--- config.mk ---
export PLATFORM = sky130hd
export DESIGN_NAME = seqcmd_decoder
export DESIGN_NICKNAME = d
export VERILOG_FILES = /design/src/rtl/seqcmd_pkg.sv /design/src/rtl/seqcmd_sampler.sv /design/src/rtl/seqcmd_matcher.sv /design/src/rtl/seqcmd_decoder.sv
export SDC_FILE = /design/constraint.sdc
export NUM_CORES = 1
export LEC_CHECK = 0
export BUFFER_PORTS_ARGS = -buffer_cell sky130_fd_sc_hd__buf_2
export CAP_MARGIN = 15
export CORE_MARGIN = 1
export CORE_UTILIZATION = 45
export CTS_CLUSTER_SIZE = 40
export DETAILED_ROUTE_END_ITERATION = 12
export MAX_ROUTING_LAYER = met4
export SLEW_MARGIN = 20
export SYNTH_ARGS = -nofsm -noshare
export SYNTH_HDL_FRONTEND = slang
export SYNTH_SLANG_ARGS = --single-unit
--- constraint.sdc ---
create_clock -name clk -period 3.3 [get_ports clk]
set_clock_uncertainty 0.2 [all_clocks]
set_input_delay 0.99 -clock clk [delete_from_list [all_inputs] [get_ports clk]]
set_output_delay 0.99 -clock clk [all_outputs]
set_load 0.005 [all_outputs]
--- src/rtl/seqcmd_pkg.sv ---
package seqcmd_pkg;
  localparam int KEY_W = 16;
  localparam int STEPS = 6;
  localparam int POS_W = $clog2(STEPS);
  localparam logic [POS_W-1:0] LAST_POS = POS_W'(STEPS - 1);

  typedef enum logic [2:0] {
    CMD_NONE, CMD_STORE, CMD_RECALL, CMD_AUTO_ON, CMD_AUTO_OFF
  } cmd_e;

  function automatic logic [KEY_W-1:0] prefix_key(input logic [POS_W-1:0] pos);
    case (pos)
      3'd0: prefix_key = 16'h4E38;
      3'd1: prefix_key = 16'hB1C7;
      3'd2: prefix_key = 16'h83E0;
      3'd3: prefix_key = 16'h7C1F;
      3'd4: prefix_key = 16'h703F;
      default: prefix_key = 16'h0000;
    endcase
  endfunction

  function automatic cmd_e final_cmd(input logic [KEY_W-1:0] key);
    case (key)
      16'h8FC0: final_cmd = CMD_STORE;
      16'h4C63: final_cmd = CMD_RECALL;
      16'h4B46: final_cmd = CMD_AUTO_ON;
      16'h8B45: final_cmd = CMD_AUTO_OFF;
      default:  final_cmd = CMD_NONE;
    endcase
  endfunction
endpackage

--- src/rtl/seqcmd_sampler.sv ---
module seqcmd_sampler #(
  parameter int ADDR_W = 17
) (
  input  logic              clk,
  input  logic              rst,
  input  logic              ce_n,
  input  logic              we_n,
  input  logic              oe_n,
  input  logic [ADDR_W-1:0] addr,
  input  logic              busy,
  output logic              s_ce_n,
  output logic              s_busy,
  output logic              rd_drive,
  output logic              step,
  output logic              abort,
  output logic [seqcmd_pkg::KEY_W-1:0] key
);
  import seqcmd_pkg::*;

  logic              s_we_n, s_oe_n, p_ce_n;
  logic [ADDR_W-1:0] s_addr, p_addr;

  always_ff @(posedge clk) begin
    if (rst) begin
      s_ce_n <= 1'b1;
      s_we_n <= 1'b1;
      s_oe_n <= 1'b1;
      s_busy <= 1'b0;
      s_addr <= '0;
      p_ce_n <= 1'b1;
      p_addr <= '0;
    end else begin
      s_ce_n <= ce_n;
      s_we_n <= we_n;
      s_oe_n <= oe_n;
      s_busy <= busy;
      s_addr <= addr;
      p_ce_n <= s_ce_n;
      p_addr <= s_addr;
    end
  end

  // a step opens on chip-enable fall or any address line moving while selected
  always_comb begin
    key      = s_addr[KEY_W-1:0];
    abort    = s_busy || (!s_ce_n && !s_we_n);
    step     = !s_ce_n && s_we_n && !s_busy && (p_ce_n || (s_addr != p_addr));
    rd_drive = !s_ce_n && s_we_n && !s_oe_n && !s_busy;
  end

  AST_STEP_NEEDS_SELECT: assert property (@(posedge clk) disable iff (rst)
    step |-> !abort);
  AST_HELD_NO_STEP: assert property (@(posedge clk) disable iff (rst)
    (!s_ce_n && !p_ce_n && $stable(s_addr)) |-> !step);
endmodule

--- src/rtl/seqcmd_matcher.sv ---
module seqcmd_matcher
  import seqcmd_pkg::*;
(
  input  logic             clk,
  input  logic             rst,
  input  logic             step,
  input  logic             abort,
  input  logic [KEY_W-1:0] key,
  output cmd_e             hit
);
  logic [POS_W-1:0] pos_q, pos_n;

  always_comb begin
    hit   = CMD_NONE;
    pos_n = pos_q;
    if (abort) begin
      pos_n = '0;
    end else if (step) begin
      if (pos_q == LAST_POS) hit = final_cmd(key);
      if (pos_q != LAST_POS && key == prefix_key(pos_q))
        pos_n = pos_q + 1'b1;
      else if (hit != CMD_NONE)
        pos_n = '0;
      else
        pos_n = (key == prefix_key('0)) ? POS_W'(1) : '0;
    end
  end

  always_ff @(posedge clk) begin
    if (rst) pos_q <= '0;
    else     pos_q <= pos_n;
  end

  AST_POS_RANGE: assert property (@(posedge clk) disable iff (rst)
    pos_q <= LAST_POS);
  AST_ABORT_IDLE: assert property (@(posedge clk) disable iff (rst)
    abort |=> pos_q == '0);
  AST_NO_STEP_HOLD: assert property (@(posedge clk) disable iff (rst)
    (!step && !abort) |=> $stable(pos_q));
endmodule

--- src/rtl/seqcmd_decoder.sv ---
module seqcmd_decoder
  import seqcmd_pkg::*;
#(
  parameter int   ADDR_W    = 17,
  parameter logic AUTO_INIT = 1'b1
) (
  input  logic              clk,
  input  logic              rst,
  input  logic              ce_n,
  input  logic              we_n,
  input  logic              oe_n,
  input  logic [ADDR_W-1:0] addr,
  input  logic              busy,
  output logic              store_req,
  output logic              recall_req,
  output logic              auto_en,
  output logic              dout_en
);
  logic             s_ce_n, s_busy, rd_drive, step, abort, hiz_q, hiz_now;
  logic [KEY_W-1:0] key;
  cmd_e             hit;

  seqcmd_sampler #(.ADDR_W(ADDR_W)) u_sampler (
    .clk(clk), .rst(rst), .ce_n(ce_n), .we_n(we_n), .oe_n(oe_n),
    .addr(addr), .busy(busy), .s_ce_n(s_ce_n), .s_busy(s_busy),
    .rd_drive(rd_drive), .step(step), .abort(abort), .key(key)
  );

  seqcmd_matcher u_matcher (
    .clk(clk), .rst(rst), .step(step), .abort(abort), .key(key), .hit(hit)
  );

  // store/recall keep the data bus quiet until the next step or deselect
  always_comb
    hiz_now = (hit == CMD_STORE) || (hit == CMD_RECALL) ||
              (hiz_q && !step && !s_ce_n);

  always_ff @(posedge clk) begin
    if (rst) begin
      store_req  <= 1'b0;
      recall_req <= 1'b0;
      auto_en    <= AUTO_INIT;
      dout_en    <= 1'b0;
      hiz_q      <= 1'b0;
    end else begin
      store_req  <= (hit == CMD_STORE);
      recall_req <= (hit == CMD_RECALL);
      if (hit == CMD_AUTO_ON)  auto_en <= 1'b1;
      if (hit == CMD_AUTO_OFF) auto_en <= 1'b0;
      hiz_q      <= hiz_now;
      dout_en    <= rd_drive && !hiz_now;
    end
  end

  AST_REQ_EXCL: assert property (@(posedge clk) disable iff (rst)
    !(store_req && recall_req));
  AST_STORE_PULSE: assert property (@(posedge clk) disable iff (rst)
    store_req |=> !store_req);
  AST_RECALL_PULSE: assert property (@(posedge clk) disable iff (rst)
    recall_req |=> !recall_req);
  AST_AUTO_HOLD: assert property (@(posedge clk) disable iff (rst)
    $past(hit == CMD_NONE) |-> $stable(auto_en));
  AST_DESEL_QUIET: assert property (@(posedge clk) disable iff (rst)
    $past(s_ce_n) |-> (!dout_en && !store_req && !recall_req));
  AST_BUSY_HIZ: assert property (@(posedge clk) disable iff (rst)
    $past(s_busy) |-> !dout_en);
  AST_REQ_HIZ: assert property (@(posedge clk) disable iff (rst)
    (store_req || recall_req) |-> !dout_en);
endmodule

Yosys cells after proc, flatten, opt, wreduce, memory -nomap -nowiden. Cells that the tools add are included.

Register bits after elaboration: 47. Bits in latches: 0. Memory bits (writable): 0. ROM bits: 0. Input port bits: 23. Word-level logic and storage cells: 69. Memories kept: 0.

$add $sub $neg: 1. $mul: 0. Div/mod/pow operators: 0. $lt $le $gt $ge: 0. Eq/ne operators: 17. Shifts and indexed selects: 0. Muxes and demuxes: 14. Bitwise gates (word level): 0. Reductions and logical operators: 24.

Operators by type and width (count): 16-bit case mux with 5 select lines (1); 16-bit by 15-bit equality test with 1-bit output, second input constant (3); 16-bit equality test, second input constant (2); 16-bit two-way mux (2); 3-bit two-way mux (7); 17-bit != test (1); 16-bit equality test (1); 3-bit by 2-bit equality test with 1-bit output, second input constant (4); 3-bit case mux with 4 select lines (1); 1-bit logical AND (10); 3-bit equality test, second input constant (3); 3-bit by 1-bit equality test with 1-bit output, second input constant (2); 1-bit zero test (6); 1-bit logical OR (4); 3-bit by 1-bit adder with 3-bit output, second input constant (1); 3-bit zero test (1); 1-bit two-way mux (3); 3-bit != test, second input constant (1); 3-bit nonzero test (1); 2-bit nonzero test (1); 2-bit OR reduction (1).

Logic depth before layout (Yosys ltp).
Depth after elaboration: 13. Mapped depth: 9. Gate-level depth less buffers: 8.

Cells and area by module. Synthesis repeated with hierarchy kept, for this count alone.

Cell total of the unflattened synthesis: 227. Area total of the unflattened synthesis: 2225.9 um^2.

By module, submodules not included: seqcmd_sampler (instances 1, cells each 125, area an instance 1395.1 um^2); seqcmd_matcher (instances 1, cells each 85, area an instance 648.1 um^2); seqcmd_decoder (instances 1, cells each 17, area an instance 182.7 um^2).

Worst setup path before layout. Ideal clock, no wire load.

Kind: register to register. Start: register u_matcher.pos_q[0]. End: register u_matcher.pos_q[0]. Library setup time: 0.120 ns. Arrival time: 1.938 ns. Required time: 2.980 ns. Path slack: 1.043 ns. Cell stages (with the launch flop): 9. Path buffers: 1. Period minus slack after synthesis: 2.257 ns. Cells stage by stage: dfxtp_1 > inv_1 > ha_1 > clkbuf_1 > or3_1 > o221a_2 > nor4_2 > a211oi_1 > o31a_1.

Word-level cells in the longest chain between the ends: 7. Elaborated cells on any way between the ends: 19. Those cells by class: 1 x add/sub; 7 x eq/ne; 8 x mux; 3 x reduce/logical.

Ends and longest elaborated chain: start: declaration (line seqcmd_matcher.sv:11) `logic [POS_W-1:0] pos_q, pos_n;`; start signal: assignment (line seqcmd_matcher.sv:31) `else pos_q <= pos_n;`; 3-bit equality test, or another cell as far along (line seqcmd_pkg.sv:12) `case (pos)`; 16-bit case mux with 5 select lines or 3-bit two-way mux (tied branches) (line seqcmd_pkg.sv:12, seqcmd_matcher.sv:19); 16-bit two-way mux or 3-bit two-way mux (tied branches) (line seqcmd_matcher.sv:18) `end else if (step) begin`; 16-bit two-way mux or 3-bit two-way mux (tied branches) (line seqcmd_matcher.sv:16) `if (abort) begin`; 16-bit equality test or 3-bit nonzero test (tied branches) (line seqcmd_matcher.sv:20, seqcmd_matcher.sv:22); 1-bit logical AND or 3-bit two-way mux (tied branches) (line seqcmd_matcher.sv:20, seqcmd_matcher.sv:22); 3-bit two-way mux * (line seqcmd_matcher.sv:20) `if (pos_q != LAST_POS && key == prefix_key(pos_q))`.

Every way passes the cells marked *; elsewhere a longest branch is shown, timed or not. The select of a mux whose other input is x is not followed. A chain may end at the register's enable or synchronous reset.

Final worst setup path. Same ends and word-level chain as after synthesis.

==> results.md <==
* Filler instances at 421
* Unrepaired setup endpoints after global routing: false
* Pin count of the biggest net entering global routing at 44
* Post-synth top flop: dfxtp_1
* Iter 0 DRT Violations at 51
* PwrDens at 437.6 mW/mm^2
* Post-DP HPWL at 2.700 mm
* N_diodes at 0
* DRC violations left at 0
* Port Buffer Count at 26
* Die Span Y at roughly 70 um
* Asr flop ratio synth at 0%
* Vias in the first global route at 1345
* Placer congestion estimate at roughly 0.82
* Crit path cell chain: inv_1, ha_1, or3_1, o221a_2, nor4_2, a211oi_1, o31a_1
* Crit-path slowest cell: or3_1
* Post-synthesis instance area at 0.002090 sq mm
* Initial Util at between 40% and 50%
* Seq cells post-synth at between 40 and 50
* Arr. time, crit path at between 2 and 2.5 ns
* Crit Path Class: flip-flop to flip-flop
* Synth cell types at 50
* Final Util at approximately 53%
* Mapped Nets at 242
* Max Buffers Root-to-Sink at 2
* Synth top cells by count: dfxtp_1, nor2b_1, xnor2_1
* Cells after Synth at 214
* H-Tree Depth at 2
* Core footprint at 0.004414 sq mm
* CP bufs+invs at 1
* Avg Synthesized Cell Area at 9.764 sq um
* CP Capture Type: flip-flop
* DRT antenna net count at 0
* Area Overhead vs Synth at 11.20%
* Worst VDD drop at 0.0002677 V
* Sequential area share after synthesis at between 40% and 50%
* I/O Pins at 27
* Fin. max-slew vios at 0
* Top-count cell post-synth: dfxtp_1
* DR WL/cell at 12.68 um
* Top delay family on crit path: simple AND/OR/NAND/NOR gates
* CTS Sinks at 47
* Final worst-path cycle share at 71.50%
* Clk Latency, worst-skew pair at 0.30 ns
* Number of flops mapped to enable cells by yosys at 0
* Post-CTS Hold Fix Bufs at 0
* Die area at 0.004920 sq mm
* Fin area at 0.002323 sq mm
* Yosys synthesis warning count at 0
* Nets@finish at 266
* Final-report hold violation count at 0
* Min Tclk post-route at 2.359 ns
* Crit path required time at 3.29 ns
* CTS tree: done
* Drt via density at 5.189
* Max_cap viols at 0
* R2R Setup Slk at 0.94 ns
* Rows at 24
* Post_cts resized at 0
* Worst min-delay path category: flip-flop to flip-flop
* Hold Worst Slack at 0.2128 ns
* Root Buffer: clkbuf_8
* Worst-path clk slew at around 0.08 ns
* CP Launch Type: flip-flop
* Fmax at ~420 MHz
* Setup violations, final at 0
* Area share of the largest cell type after synthesis at 45.03%
* Dpl cell area at 0.002242 sq mm
* CP Max Fanout at 9
* Measured slew at the worst slew-check pin at ~0.69 ns
* Die W at roughly 70 um
* Synth area leaders: dfxtp_1, nor2b_1, xnor2_1
* Post-CTS Setup Inserts at 0
* TritonCTS Buffers at 5
* Status: completed
* Gr ovfl total at 0
* First-pass GRT wire length at 6.251 mm
* Layout cells sized above 1 at 18.41%
* Antenna violations before repair at 0
* Tot GR Track Use at roughly 17%
* Routed vias at around 1500
* DRT Wirelength at 3.689 mm
* Setup total negative slack at 0 ns
* Initial DRT Pass Iterations at 4
* Cell taking the most area after synthesis: dfxtp_1
* Slew headroom at between 50% and 60%
* Pleak at 0.8867 nW
* Crit-path max cell delay at 0.40 ns
* Largest registers: u_sampler.p_addr x17, u_sampler.s_addr x17, u_matcher.pos_q x3
## cells in the final DEF (no fill, tap or decap), types with 3 or more instances in the layout
cell / count
a21o_1: 3
buf_2: 26
clkbuf_8: 5
dfxtp_1: 47
ha_1: 5
inv_1: 4
mux2i_1: 3
nand2_1: 9
nand3_1: 3
nand4_1: 5
nand4b_1: 5
nor2_1: 11
nor2b_1: 37
nor3_1: 5
nor4_1: 4
or2_2: 5
or3_1: 4
xnor2_1: 16
## cell type report
type	count	area, sq um	share of cell area, %
clock buffer	7	76.32	3.285
clock inverter	1	5.005	0.2154
inverter	5	18.77	0.8078
multi-input combinational	153	1087	46.80
sequential	47	940.9	40.50
tap	52	65.06	2.800
timing repair buffer	26	130.1	5.600
## worst register-to-register path, delay by kind of cell, from the launching register on
family	cells	cell delay, ns
AOI/OAI and AO/OA	3	0.61
buffers and inverters	1	0.09
adders and majority gates	1	0.31
and+or+nand+nor	2	0.67
DFF	1	0.38
## per-stage QoR
stage	setup WS (ns)	instances	power, mW
6_report	0.9406	291	1.017
5_1_grt	0.7938	291	1.066
4_1_cts	0.9360	291	1.029
3_5_place_dp	0.9100	283	0.7067
3_3_place_gp	0.9299	283	0.7063
2_1_floorplan	1.043	214	0.6800
## power by group
group | leakage (nW) | switching, mW | internal, mW | total (mW)
Sequential | 0.387 | 0.0263 | 0.589 | 0.616
Clock | 0.0422 | 0.176 | 0.149 | 0.325
Combinational | 0.457 | 0.0308 | 0.0452 | 0.0760
## cells by family after synthesis
kind of cell,count (synthesis),share of synthesized area (%)
AND/OR/NAND/NOR,104,31.68
flip-flops,47,45.03
AO/OA/AOI/OAI,23,8.384
XOR/XNOR,18,7.545
buffers and inverters,14,2.934
adder cells (fa/ha/maj),5,2.994
multiplexers,3,1.437
## routing by layer
metal	part of all wire [%]	track usage [%]	wire length (um)
met1	51	22.07	1894
met2	45	25.11	1645
met3	2.9	4.329	106
met4	1.2	4.667	43
met5	0	-	0
## path summary, 6_finish.rpt
kind | start | end | depth (start not counted)
setup / recovery | u_matcher.pos_q[0] | u_matcher.pos_q[0] | 7
setup reg to reg | u_matcher.pos_q[0] | u_matcher.pos_q[0] | 7
hold reg to reg | u_sampler.s_oe_n | dout_en | 1
hold / removal | u_sampler.s_oe_n | dout_en | 1
Note: power is estimated with default switching activity, not from simulation.
